<file path="config.mk">
export PLATFORM = sky130hd
export DESIGN_NAME = priv_window_decode
export DESIGN_NICKNAME = d
export VERILOG_FILES = /design/src/rtl/priv_win_pkg.sv /design/src/rtl/priv_addr_decode.sv /design/src/rtl/priv_sysctl.sv /design/src/rtl/priv_ppi_route.sv /design/src/rtl/priv_window_decode.sv
export SDC_FILE = /design/constraint.sdc
export NUM_CORES = 1
export LEC_CHECK = 0
export ABC_AREA = 0
export BUFFER_PORTS_ARGS = -buffer_cell sky130_fd_sc_hd__buf_2
export CAP_MARGIN = 20
export CORE_AREA = 2 2 84 86
export DETAILED_ROUTE_END_ITERATION = 6
export DIE_AREA = 0 0 86 88
export GPL_ROUTABILITY_DRIVEN = 0
export PLACE_DENSITY = 0.69
export SLEW_MARGIN = 20
export SYNTH_ARGS = -nofsm -noshare
export SYNTH_HDL_FRONTEND = slang
export SYNTH_SLANG_ARGS = --single-unit
</file>
<file path="constraint.sdc">
create_clock -name clk -period 2.8 [get_ports clk]
set_clock_uncertainty 0.1 [all_clocks]
set_input_delay 0.56 -clock clk [delete_from_list [all_inputs] [get_ports clk]]
set_output_delay 0.56 -clock clk [all_outputs]
set_load 0.005 [all_outputs]
</file>
<file path="src/rtl/priv_win_pkg.sv">
// Package: types and constants shared by the private window decoder.
// Assumes a window of 4 KB and at most four CPUs, so a CPU number fits in 2 bits.
package priv_win_pkg;
    localparam int OFF_W  = 12;
    localparam int CPU_W  = 2;
    localparam int DATA_W = 32;

    // Offsets of the system control registers inside the first page.
    localparam logic [7:0] SYS_CTRL = 8'h00;
    localparam logic [7:0] SYS_CFG  = 8'h04;
    localparam logic [7:0] SYS_STAT = 8'h08;
    localparam logic [7:0] SYS_INV  = 8'h0C;

    typedef enum logic [2:0] {
        RG_NONE,
        RG_SYS,
        RG_IRQ,
        RG_TMR,
        RG_BAD
    } region_e;

    typedef struct packed {
        region_e           region;
        logic [CPU_W-1:0]  cpu;
        logic              present;
    } dec_t;
endpackage

</file>
<file path="src/rtl/priv_addr_decode.sv">
// Module: purely combinational page decoder.
// Sorts an access into system, interrupt-interface, timer or undefined space,
// resolves alias pages to the requester, and flags CPUs that are not present.
// Assumes the offset is already reduced to the 4 KB window.
module priv_addr_decode
    import priv_win_pkg::*;
#(
    parameter int NUM_CPU = 4
) (
    input  logic             acc_valid,
    input  logic [OFF_W-1:0] acc_off,
    input  logic [CPU_W-1:0] acc_cpu,
    output dec_t             dec
);
    logic [3:0] page;
    assign page = acc_off[OFF_W-1:8];

    // Map the page number to a region and to a target CPU.
    always_comb begin
        dec.region = RG_NONE;
        dec.cpu    = acc_cpu;
        if (acc_valid) begin
            if (page == 4'h0) begin
                dec.region = RG_SYS;
            end else if (page == 4'h1) begin
                dec.region = RG_IRQ;
            end else if (page <= 4'h5) begin
                dec.region = RG_IRQ;
                dec.cpu    = CPU_W'(page - 4'h2);
            end else if (page == 4'h6) begin
                dec.region = RG_TMR;
            end else if (page <= 4'hA) begin
                dec.region = RG_TMR;
                dec.cpu    = CPU_W'(page - 4'h7);
            end else begin
                dec.region = RG_BAD;
            end
        end
        dec.present = (int'(dec.cpu) < NUM_CPU);
    end
endmodule

</file>
<file path="src/rtl/priv_sysctl.sv">
// Module: system control register group held inside the decoder.
// Holds the single stored control bit and forms the read value and the
// undefined-offset flag for the system page. Assumes acc_en is high only
// for a valid access that falls in the system page.
module priv_sysctl
    import priv_win_pkg::*;
#(
    parameter int NUM_CPU = 4
) (
    input  logic              clk,
    input  logic              rst_n,
    input  logic              acc_en,
    input  logic              acc_write,
    input  logic [7:0]        acc_off,
    input  logic              wbit,
    output logic [DATA_W-1:0] rdata,
    output logic              bad
);
    localparam logic [DATA_W-1:0] CFG_WORD =
        DATA_W'(((1 << NUM_CPU) - 1) << 4) | DATA_W'(NUM_CPU - 1);

    logic ctrl_q;

    // Store bit 0 of a write to the control offset.
    always_ff @(posedge clk) begin
        if (!rst_n)
            ctrl_q <= 1'b0;
        else if (acc_en && acc_write && acc_off == SYS_CTRL)
            ctrl_q <= wbit;
    end

    // Form the read value and flag undefined or read-only targets.
    always_comb begin
        rdata = '0;
        bad   = 1'b0;
        case (acc_off)
            SYS_CTRL: rdata = {{(DATA_W-1){1'b0}}, ctrl_q};
            SYS_CFG:  begin rdata = CFG_WORD; bad = acc_write; end
            SYS_STAT: bad = acc_write;
            SYS_INV:  bad = 1'b0;
            default:  bad = 1'b1;
        endcase
        if (!acc_en) bad = 1'b0;
    end
endmodule

</file>
<file path="src/rtl/priv_ppi_route.sv">
// Module: routes each timer and watchdog interrupt to its owning CPU.
// Even lines are timers (private interrupt 29), odd lines are watchdogs (30).
module priv_ppi_route #(
    parameter int NUM_CPU = 4
) (
    input  logic [2*NUM_CPU-1:0] tmr_irq,
    output logic [NUM_CPU-1:0]   ppi_timer,
    output logic [NUM_CPU-1:0]   ppi_wdog
);
    // One pair of lines per CPU.
    for (genvar c = 0; c < NUM_CPU; c++) begin : g_cpu
        assign ppi_timer[c] = tmr_irq[2*c];
        assign ppi_wdog[c]  = tmr_irq[2*c+1];
    end
endmodule

</file>
<file path="src/rtl/priv_window_decode.sv">
// Module: top of the shared private peripheral window decoder.
// Drives slave selects in the access cycle and returns read data and the
// error flag one cycle later. Assumes the slaves return read data in the same
// cycle as the select, and that NUM_CPU is between 1 and 4.
module priv_window_decode
    import priv_win_pkg::*;
#(
    parameter int NUM_CPU = 4
) (
    input  logic                 clk,
    input  logic                 rst_n,
    input  logic                 req_valid,
    input  logic                 req_write,
    input  logic [11:0]          req_addr,
    input  logic [1:0]           req_cpu,
    input  logic [31:0]          req_wdata,
    output logic [31:0]          rsp_rdata,
    output logic                 rsp_err,
    output logic                 dn_write,
    output logic [31:0]          dn_wdata,
    output logic                 gic_sel,
    output logic [1:0]           gic_cpu,
    output logic [7:0]           gic_off,
    input  logic [31:0]          gic_rdata,
    output logic                 tmr_sel,
    output logic [2:0]           tmr_idx,
    output logic [3:0]           tmr_off,
    input  logic [31:0]          tmr_rdata,
    input  logic [2*NUM_CPU-1:0] tmr_irq,
    output logic [NUM_CPU-1:0]   ppi_timer,
    output logic [NUM_CPU-1:0]   ppi_wdog
);
    dec_t              dec;
    logic [DATA_W-1:0] sys_rdata;
    logic              sys_bad;
    logic [DATA_W-1:0] rd_mux;
    logic              err_now;

    priv_addr_decode #(.NUM_CPU(NUM_CPU)) u_dec (
        .acc_valid (req_valid),
        .acc_off   (req_addr),
        .acc_cpu   (req_cpu),
        .dec       (dec)
    );

    priv_sysctl #(.NUM_CPU(NUM_CPU)) u_sys (
        .clk       (clk),
        .rst_n     (rst_n),
        .acc_en    (dec.region == RG_SYS),
        .acc_write (req_write),
        .acc_off   (req_addr[7:0]),
        .wbit      (req_wdata[0]),
        .rdata     (sys_rdata),
        .bad       (sys_bad)
    );

    priv_ppi_route #(.NUM_CPU(NUM_CPU)) u_ppi (
        .tmr_irq   (tmr_irq),
        .ppi_timer (ppi_timer),
        .ppi_wdog  (ppi_wdog)
    );

    // Slave-side signals: selects gated by presence, offsets passed straight on.
    assign gic_sel  = (dec.region == RG_IRQ) && dec.present;
    assign gic_cpu  = dec.cpu;
    assign gic_off  = req_addr[7:0];
    assign tmr_sel  = (dec.region == RG_TMR) && dec.present;
    assign tmr_idx  = {dec.cpu, req_addr[5]};
    assign tmr_off  = req_addr[3:0];
    assign dn_write = req_write;
    assign dn_wdata = req_wdata;

    // Pick the read source for the current access.
    always_comb begin
        rd_mux = '0;
        if (dec.region == RG_SYS)
            rd_mux = sys_rdata;
        else if (gic_sel)
            rd_mux = gic_rdata;
        else if (tmr_sel)
            rd_mux = tmr_rdata;
    end

    assign err_now = (dec.region == RG_BAD) || sys_bad;

    // Register the response one cycle after the access.
    always_ff @(posedge clk) begin
        if (!rst_n) begin
            rsp_rdata <= '0;
            rsp_err   <= 1'b0;
        end else begin
            rsp_rdata <= (req_valid && !req_write && !err_now) ? rd_mux : '0;
            rsp_err   <= err_now;
        end
    end
endmodule

</file>
; Word level (Yosys, flattened, before mapping)
; Cells that the tools add are included.
[classes]
reduce_logical = 12
mux = 16
eq_ne = 9
addsub = 2
n_lt_le_gt_ge = 2
[op_table]
columns = operator, n
row1 = $mux 32, 3
row2 = $eq 8x4->1 const B, 2
row3 = $pmux 8 s2, 1
row4 = $mux 3, 4
row5 = $mux 5, 2
row6 = $eq 8x3->1 const B, 1
row7 = $logic_not 8->1, 1
row8 = $mux 2, 4
row9 = $eq 3x2->1 const B, 2
row10 = $eq 4x1->1 const B, 1
row11 = $eq 4x3->1 const B, 1
row12 = $le 4x3->1 const B, 1
row13 = $le 4x4->1 const B, 1
row14 = $logic_and 1x1->1, 4
row15 = $logic_not 4->1, 1
row16 = $reduce_or 2->1, 2
row17 = $sub 2x2->2 const B, 2
row18 = $eq 3x1->1 const B, 1
row19 = $eq 3x3->1 const B, 1
row20 = $logic_not 1->1, 2
row21 = $pmux 1 s2, 1
row22 = $reduce_and 2->1, 1
row23 = $logic_or 1x1->1, 1
row24 = $mux 1, 1
[word_totals]
output_inout_bits = 93
register_bits = 34
word_cells = 44
input_bits = 122

; Logic depth before layout (Yosys ltp)
; Gate-level depths: netlist (run 1).
[logic_depth]
depth_word = 13
mapped_depth = 7
ltp_nobuf = 6

; Hierarchy
; Synthesis (run 1) repeated with hierarchy kept, for this count alone.
[unflattened]
hier_cells = 296
area_unflattened_um2 = 2825.2
[modules_own_cells]
columns = module, n_inst, area_per_inst_um2, cells_per_inst
row1 = priv_window_decode, 1, 2149.6, 209
row2 = priv_sysctl, 1, 342.8, 45
row3 = priv_addr_decode, 1, 272.8, 34
row4 = priv_ppi_route, 1, 60.1, 8

; Worst setup path before layout (run 1)
; No wires, ideal clock.
[synth_path]
path_type = input to output
from = in req_addr[9]
to = out tmr_idx[2]
cell_stages = 7
t_required_ps = 2140
slack_ps = 344
arrival_time_ps = 1796
path_cell_list = inv_1 -> ha_1 -> nor3b_4 -> nor2_1 -> o21ai_0 -> a22oi_1 -> buf_4
[synth_between]
elab_chain_cells = 7
elab_cells_between_ends = 13
[synth_rtl]
columns = item, line_no
row1 = start: declaration, priv_window_decode.sv:14  ; input logic [11:0] req_addr,
row2 = $le 4x4->1 / $sub 2x2->2 (equally long branches), "priv_addr_decode.sv:32, priv_addr_decode.sv:34"
row3 = $mux 2, priv_addr_decode.sv:32  ; end else if (page <= 4'hA) begin
row4 = $mux 2, priv_addr_decode.sv:30  ; end else if (page == 4'h6) begin
row5 = $mux 5, priv_addr_decode.sv:27  ; end else if (page <= 4'h5) begin
row6 = $mux 2, priv_addr_decode.sv:25  ; end else if (page == 4'h1) begin
row7 = $mux 2 (*), priv_addr_decode.sv:23  ; if (page == 4'h0) begin
row8 = $mux 5 (*), priv_addr_decode.sv:22  ; if (acc_valid) begin
row9 = end: declaration, priv_window_decode.sv:26  ; output logic [2:0] tmr_idx,
; Mark *: on every way between the ends. The rest lies on a longest branch, timed or not.

; Worst setup path after layout (run 1)
[layout_path]
from = in req_addr[8]
to = out tmr_idx[2]
; Same word-level chain as after synthesis.

==> results of run 1 <==
## worst reg2reg max path: stages (launching register included)
cell      delay [ps]
dfxtp_1          320
o21ai_0           80
a311oi_1         250
## routing by layer
metal / wire length, um / up-vias / track usage (%) / share of wire [%]
met4: 175 / 0 / 7.07 / 3.0
met1: 2070 / 829 / 13.9 / 36
met5: 0 / - / 0 / 0
met2: 3000 / 91 / 26.8 / 52
met3: 503 / 23 / 4.43 / 8.7
li1: - / 873 / - / -
## logic make-up (layout without fill, tap and decap cells)
| group | Yosys count | after routing | synth area share, % |
|---|---|---|---|
| buffers and inverters | 75 | 155 | 26.6 |
| muxes | 1 | 1 | 0.517 |
| xor gates and xnor gates | 1 | 1 | 0.453 |
| adders and majority gates | 4 | 4 | 2.59 |
| and+or+nand+nor | 48 | 48 | 12.3 |
| DFF | 34 | 34 | 35.2 |
| AOI/OAI and AO/OA | 53 | 53 | 22.3 |
## through the flow
step                      utilization (%)  std cells  hold slack, ps  power (mW)
after floorplan                         -        216             335       0.661
after CTS                            36.1        376             365        1.16
after global routing                 36.1        376             397        1.21
after global placement               34.4        369             348       0.701
final                                36.1        376             358        1.14
after detailed placement             34.4        369             354       0.706
## path summary, 6_finish.rpt
check	slack [ps]	endpoint	cells past startpoint
worst max-delay path	110	tmr_idx[2]	8
worst max register to register	1960	rsp_rdata[0]	2
worst min register to register	360	u_sys.ctrl_q	2
worst min-delay path	360	u_sys.ctrl_q	2
## final cells by class
class / instances / share of cell area [%]
repair buffers: 141 / 30.5
flip-flops and latches: 34 / 28.4
inverters: 7 / 1.10
well taps: 80 / 4.18
clock buffers: 6 / 3.45
clock inverters: 1 / 1.25
multi-input cells: 107 / 31.1
## registers in the layout, indices dropped and copies added, names as in the netlist
register      count
rsp_err           1
rsp_rdata        32
u_sys.ctrl_q      1
## where the power goes
| group | internal (mW) | switching [mW] |
|---|---|---|
| Clock | 0.285 | 0.163 |
| Combinational | 0.0985 | 0.103 |
| Sequential | 0.489 | 0.00133 |
| Total | 0.872 | 0.268 |
## cell usage in the layout, fill, tap and decap left out, types with 3 or more instances in the layout
cell type and instances:
a22oi_1 7, a32oi_1 26, buf_2 136, buf_4 4, clkbuf_8 6, dfxtp_1 34, ha_1 4, inv_1 7
nand2_1 4, nor2_1 30, o21ai_0 3, o21ai_1 5
==> flow_metrics.tcl, run 1 <==
set metrics [dict create \
    netlist_top_cells_area "dfxtp_1 35%, buf_4 22%, a32oi_1 12%" \
    dieArea_mm2 0.00757 \
    synth_cell_types 39 \
    fmax_mhz 372 \
    rsz0062_at_grt "no" \
    layout-drive-gt1-share_pct 51.4 \
    setup_viol 0 \
    wl_um 5750 \
    post_cts_buffers 0 \
    grt_max_degree 33 \
    cts_root_buffer "clkbuf_8" \
    regArea_um2 681 \
    vdd_drop_max_v 0.000150 \
    yosys_warnings 0 \
    vias 1816 \
    worstPathRequired_ps 2140 \
    path_cells "buf_2 > inv_1 > ha_1 > nor3b_4 > nor2_1 > o31ai_1 > a22oi_1 > buf_2" \
    io_pins 215 \
    ctsHoldBuffers 0 \
    slew_viol_final 0 \
    post-route-min-period_ps 2690 \
    yosysTopAreaCell "dfxtp_1" \
    start_util_pct 29.1 \
    hp-class "reg2reg" \
    h-tree-depth 2 \
    cpMostUsedCell "buf_2" \
    numCtsBuffers 5 \
    async_flop_share_pct 0 \
    die_w_um 86 \
    clock_path_buffers 2 \
    first_iter_violations 45 \
    cpLargestDelayFamily "simple AND/OR/NAND/NOR gates" \
    worstHoldStart "u_sys.ctrl_q" \
    slew_headroom_pct 70.2 \
    cp_max_fo 5 \
    hold_viol_final 0 \
    synth_edf_count 0 \
    power.leakage_nw 1.17 \
    clkTransAtPathRegs_ps 70 \
    avgRoutedWirePerCell_um 15.3 \
    path_class "in2out" \
    critPathArrivalTime_ps 2030 \
    port_buffers 136 \
    syn_area_mm2 0.00194 \
    fin_crit_sh_pct 95.9 \
    endpoint_kind "output pin" \
    synth_ff_type "dfxtp_1" \
    power.density_mw_per_mm2 476 \
    synthCells 216 \
    r2r_start "u_sys.ctrl_q" \
    gr-total-overflow 0 \
    clkSinkCount 34 \
    synth.net_count 342 \
    ant_nets 0 \
    fill_cells 720 \
    tns_ps 0 \
    cp-start-kind "primary input" \
    path_buf_inv 3 \
    nets 422 \
    post-route-worst-setup-slack_ps 114 \
    grt_pass1_vias 1639 \
    synth_top_area_share_pct 35.2 \
    hpwl_um 4630 \
    cp_slowest_cell "nor3b_4" \
    tightest_slew_ps 445 \
    dp_slack_ps 145 \
    placed_cell_area_mm2 0.00228 \
    multi_input_area_um2 746 \
    chipHeight_um 88 \
    synthTopCellsByCount "57 x buf_4, 34 x dfxtp_1, 30 x nor2_1, 26 x a32oi_1" \
    routed_via_density 4.83 \
    yosysSeqAreaShare_pct 35.2 \
    drv_cap 0 \
    cp-startpoint "req_addr[8]" \
    fp-row-count 30 \
    drtPass1Iterations 4 \
    diodes 0 \
    syn2layout_area_growth_pct 23.8 \
    antenna_found_initial 0 \
    ys_ff_latch 34 \
    core_mm2 0.00664 \
    syn_avg_cell_area_um2 8.96 \
    grt_usage_pct 14.2 \
    stdcell_area_mm2 0.00240 \
    clk_latency_ps 280 \
    cts_tree "built" \
    grt_pass1_wl_um 8180 \
    drc 0 \
    slowest_delay_ps 310 \
    status "complete, no violations" \
    yosysMostFrequentCell "buf_4" \
    ctsResizeCount 0 \
]
Power figures use the tool's default switching activity.
==> inputs of run 2 (changes only) <==
- PLACE_DENSITY: 0.69 -> 0.79
==> run 2 against run 1 <==
Compared with the run above:
- hold slack improved by 8.4 ps
- maximum frequency increased by 1.8%
- cell area grew 0.84%
- sequential share of layout area down 0.24 points
- clock power grew 22%
- total power grew 8.6%
- combinational power about the same
- sequential power is essentially flat
- critical path depth is the same
- flip-flop and latch count is the same
- non-clock buffer count unchanged
- core utilization increased by 0.30 points
- critical path type unchanged
- critical endpoint unchanged
- highest routed layer unchanged
==> flow_metrics.tcl, run 2 (synthesis results as in run 1) <==
set metrics [dict create \
    clkTransAtPathRegs_ps 70 \
    endpoint_kind "output pin" \
    clockPowerShare_pct 44.2 \
    tns_ps 0 \
    clkSinkCount 34 \
    power.density_mw_per_mm2 513 \
    fin_hold_ws_ps 367 \
    utilization_pct 36.4 \
    p_comb_share_pct 16.2 \
    drtPass1Iterations 4 \
    syn2layout_area_growth_pct 24.8 \
    clk_latency_ps 270 \
    ctsResizeCount 0 \
    nets 422 \
    drv_cap 0 \
    post-route-min-period_ps 2640 \
    reg2reg_depth 2 \
    layoutNonFillerInstCount 378 \
    stdcell_area_mm2 0.00242 \
    vdd_drop_max_v 0.000214 \
    layout-drive-gt1-share_pct 51.5 \
    dieArea_mm2 0.00757 \
    hold_viol_final 0 \
    slew_viol_final 0 \
    switching_share_pct 22.0 \
    numCtsBuffers 5 \
    final_common_cell "buf_2" \
    first_iter_violations 55 \
    power_switching_mw 0.273 \
    power.internal_mw 0.966 \
    routed_via_density 4.89 \
    top_register "rsp_rdata" \
    largest_registers "rsp_rdata (32), rsp_err (1), u_sys.ctrl_q (1)" \
    start_util_pct 29.1 \
    path_cells "buf_2 > inv_1 > ha_1 > nor3b_4 > nor2_1 > o31ai_1 > a22oi_1 > buf_2" \
    rsz0062_at_grt "no" \
    tightest_slew_ps 343 \
    grt_usage_pct 14.1 \
    fin_crit_sh_pct 94.2 \
    gr-total-overflow 0 \
    cts_root_buffer "clkbuf_8" \
    avgRoutedWirePerCell_um 15.4 \
    wl_um 5830 \
    placed_cell_area_mm2 0.00227 \
    power.leakage_nw 1.18 \
    fill_cells 695 \
    dp_cells 369 \
    worstPathRequired_ps 2140 \
    cp_slowest_cell "nor3b_4" \
    drc 0 \
    fmax_mhz 379 \
    slew_headroom_pct 76.9 \
    chipHeight_um 88 \
    clock_path_buffers 2 \
    layout_common_cells "136 x buf_2, 34 x dfxtp_1, 30 x nor2_1, 26 x a32oi_1" \
    port_buffers 136 \
    setup_viol 0 \
    grt_pass1_wl_um 8220 \
    cp_max_fo 5 \
    h-tree-depth 2 \
    hp-class "reg2reg" \
    ctsHoldBuffers 0 \
    grt_pass1_vias 1676 \
    antenna_found_initial 1 \
    cpMostUsedCell "buf_2" \
    path_class "in2out" \
    ant_nets 0 \
    post_cts_buffers 0 \
    vias 1850 \
    core_mm2 0.00664 \
    cts_tree "built" \
    cp-start-kind "primary input" \
    critPathArrivalTime_ps 1980 \
    io_pins 215 \
    fp-row-count 30 \
    pwr-share-seq_pct 39.6 \
    status "complete, no violations" \
    min_path_cells 2 \
    hpwl_um 4680 \
    die_w_um 86 \
    largest_register_ffs 32 \
    grt_max_degree 33 \
    slowest_delay_ps 320 \
]
run 2: changes by cell type in the layout (fill, tap and decap cells not counted), sizes merged:
cell | before | now
bufinv | 1 | 2
diode | 0 | 1
run 2: critical path, delay by kind of cell:
| kind | cells | cell delay (ps) |
|---|---|---|
| AOI/OAI and AO/OA | 2 | 390 |
| adders and majority gates | 1 | 230 |
| and+or+nand+nor | 2 | 470 |
| buffers and inverters | 3 | 330 |
run 2: cell type report:
cell class                      instances  area, um2  share of cell area (%)
Clock buffer                            6       82.6                    3.42
Antenna cell                            1       2.50                   0.104
Clock inverter                          2       60.1                    2.49
Sequential cell                        34        681                    28.2
Timing Repair Buffer                  141        718                    29.7
Multi-Input combinational cell        107        746                    30.9
Tap cell                               80        100                    4.14
Inverter                                7       26.3                    1.09
run 2: layer usage:
layer | GRT usage (%) | share of wire [%] | vias up
met4 | 9.96 | 4.6 | 0
met3 | 4.15 | 9.7 | 31
met1 | 13.7 | 34 | 839
met5 | 0 | 0 | -
li1 | - | - | 877
met2 | 25.5 | 51 | 103
run 2: final timing paths:
| kind | from | endpoint | slack [ps] |
|---|---|---|---|
| max reg2reg | u_sys.ctrl_q | rsp_rdata[0] | 1940 |
| min reg2reg | u_sys.ctrl_q | u_sys.ctrl_q | 370 |
| max | req_addr[9] | tmr_idx[2] | 160 |
| min | u_sys.ctrl_q | u_sys.ctrl_q | 370 |
run 2: through the flow:
| step | worst slack, ps | power, mW |
|---|---|---|
| finish | 162 | 1.24 |
| global route | 55.7 | 1.30 |
| CTS | 159 | 1.26 |
| detailed placement | 167 | 0.704 |
| global placement | 245 | 0.699 |
| floorplan | 344 | 0.661 |
run 2: power by group through the flow:
stage	combinational, mW	clock (mW)	sequential [mW]
after floorplan	0.158	0	0.503
after global placement	0.198	0	0.501
after detailed placement	0.202	0	0.501
after CTS	0.203	0.565	0.490
after global routing	0.222	0.584	0.491
final	0.201	0.547	0.490
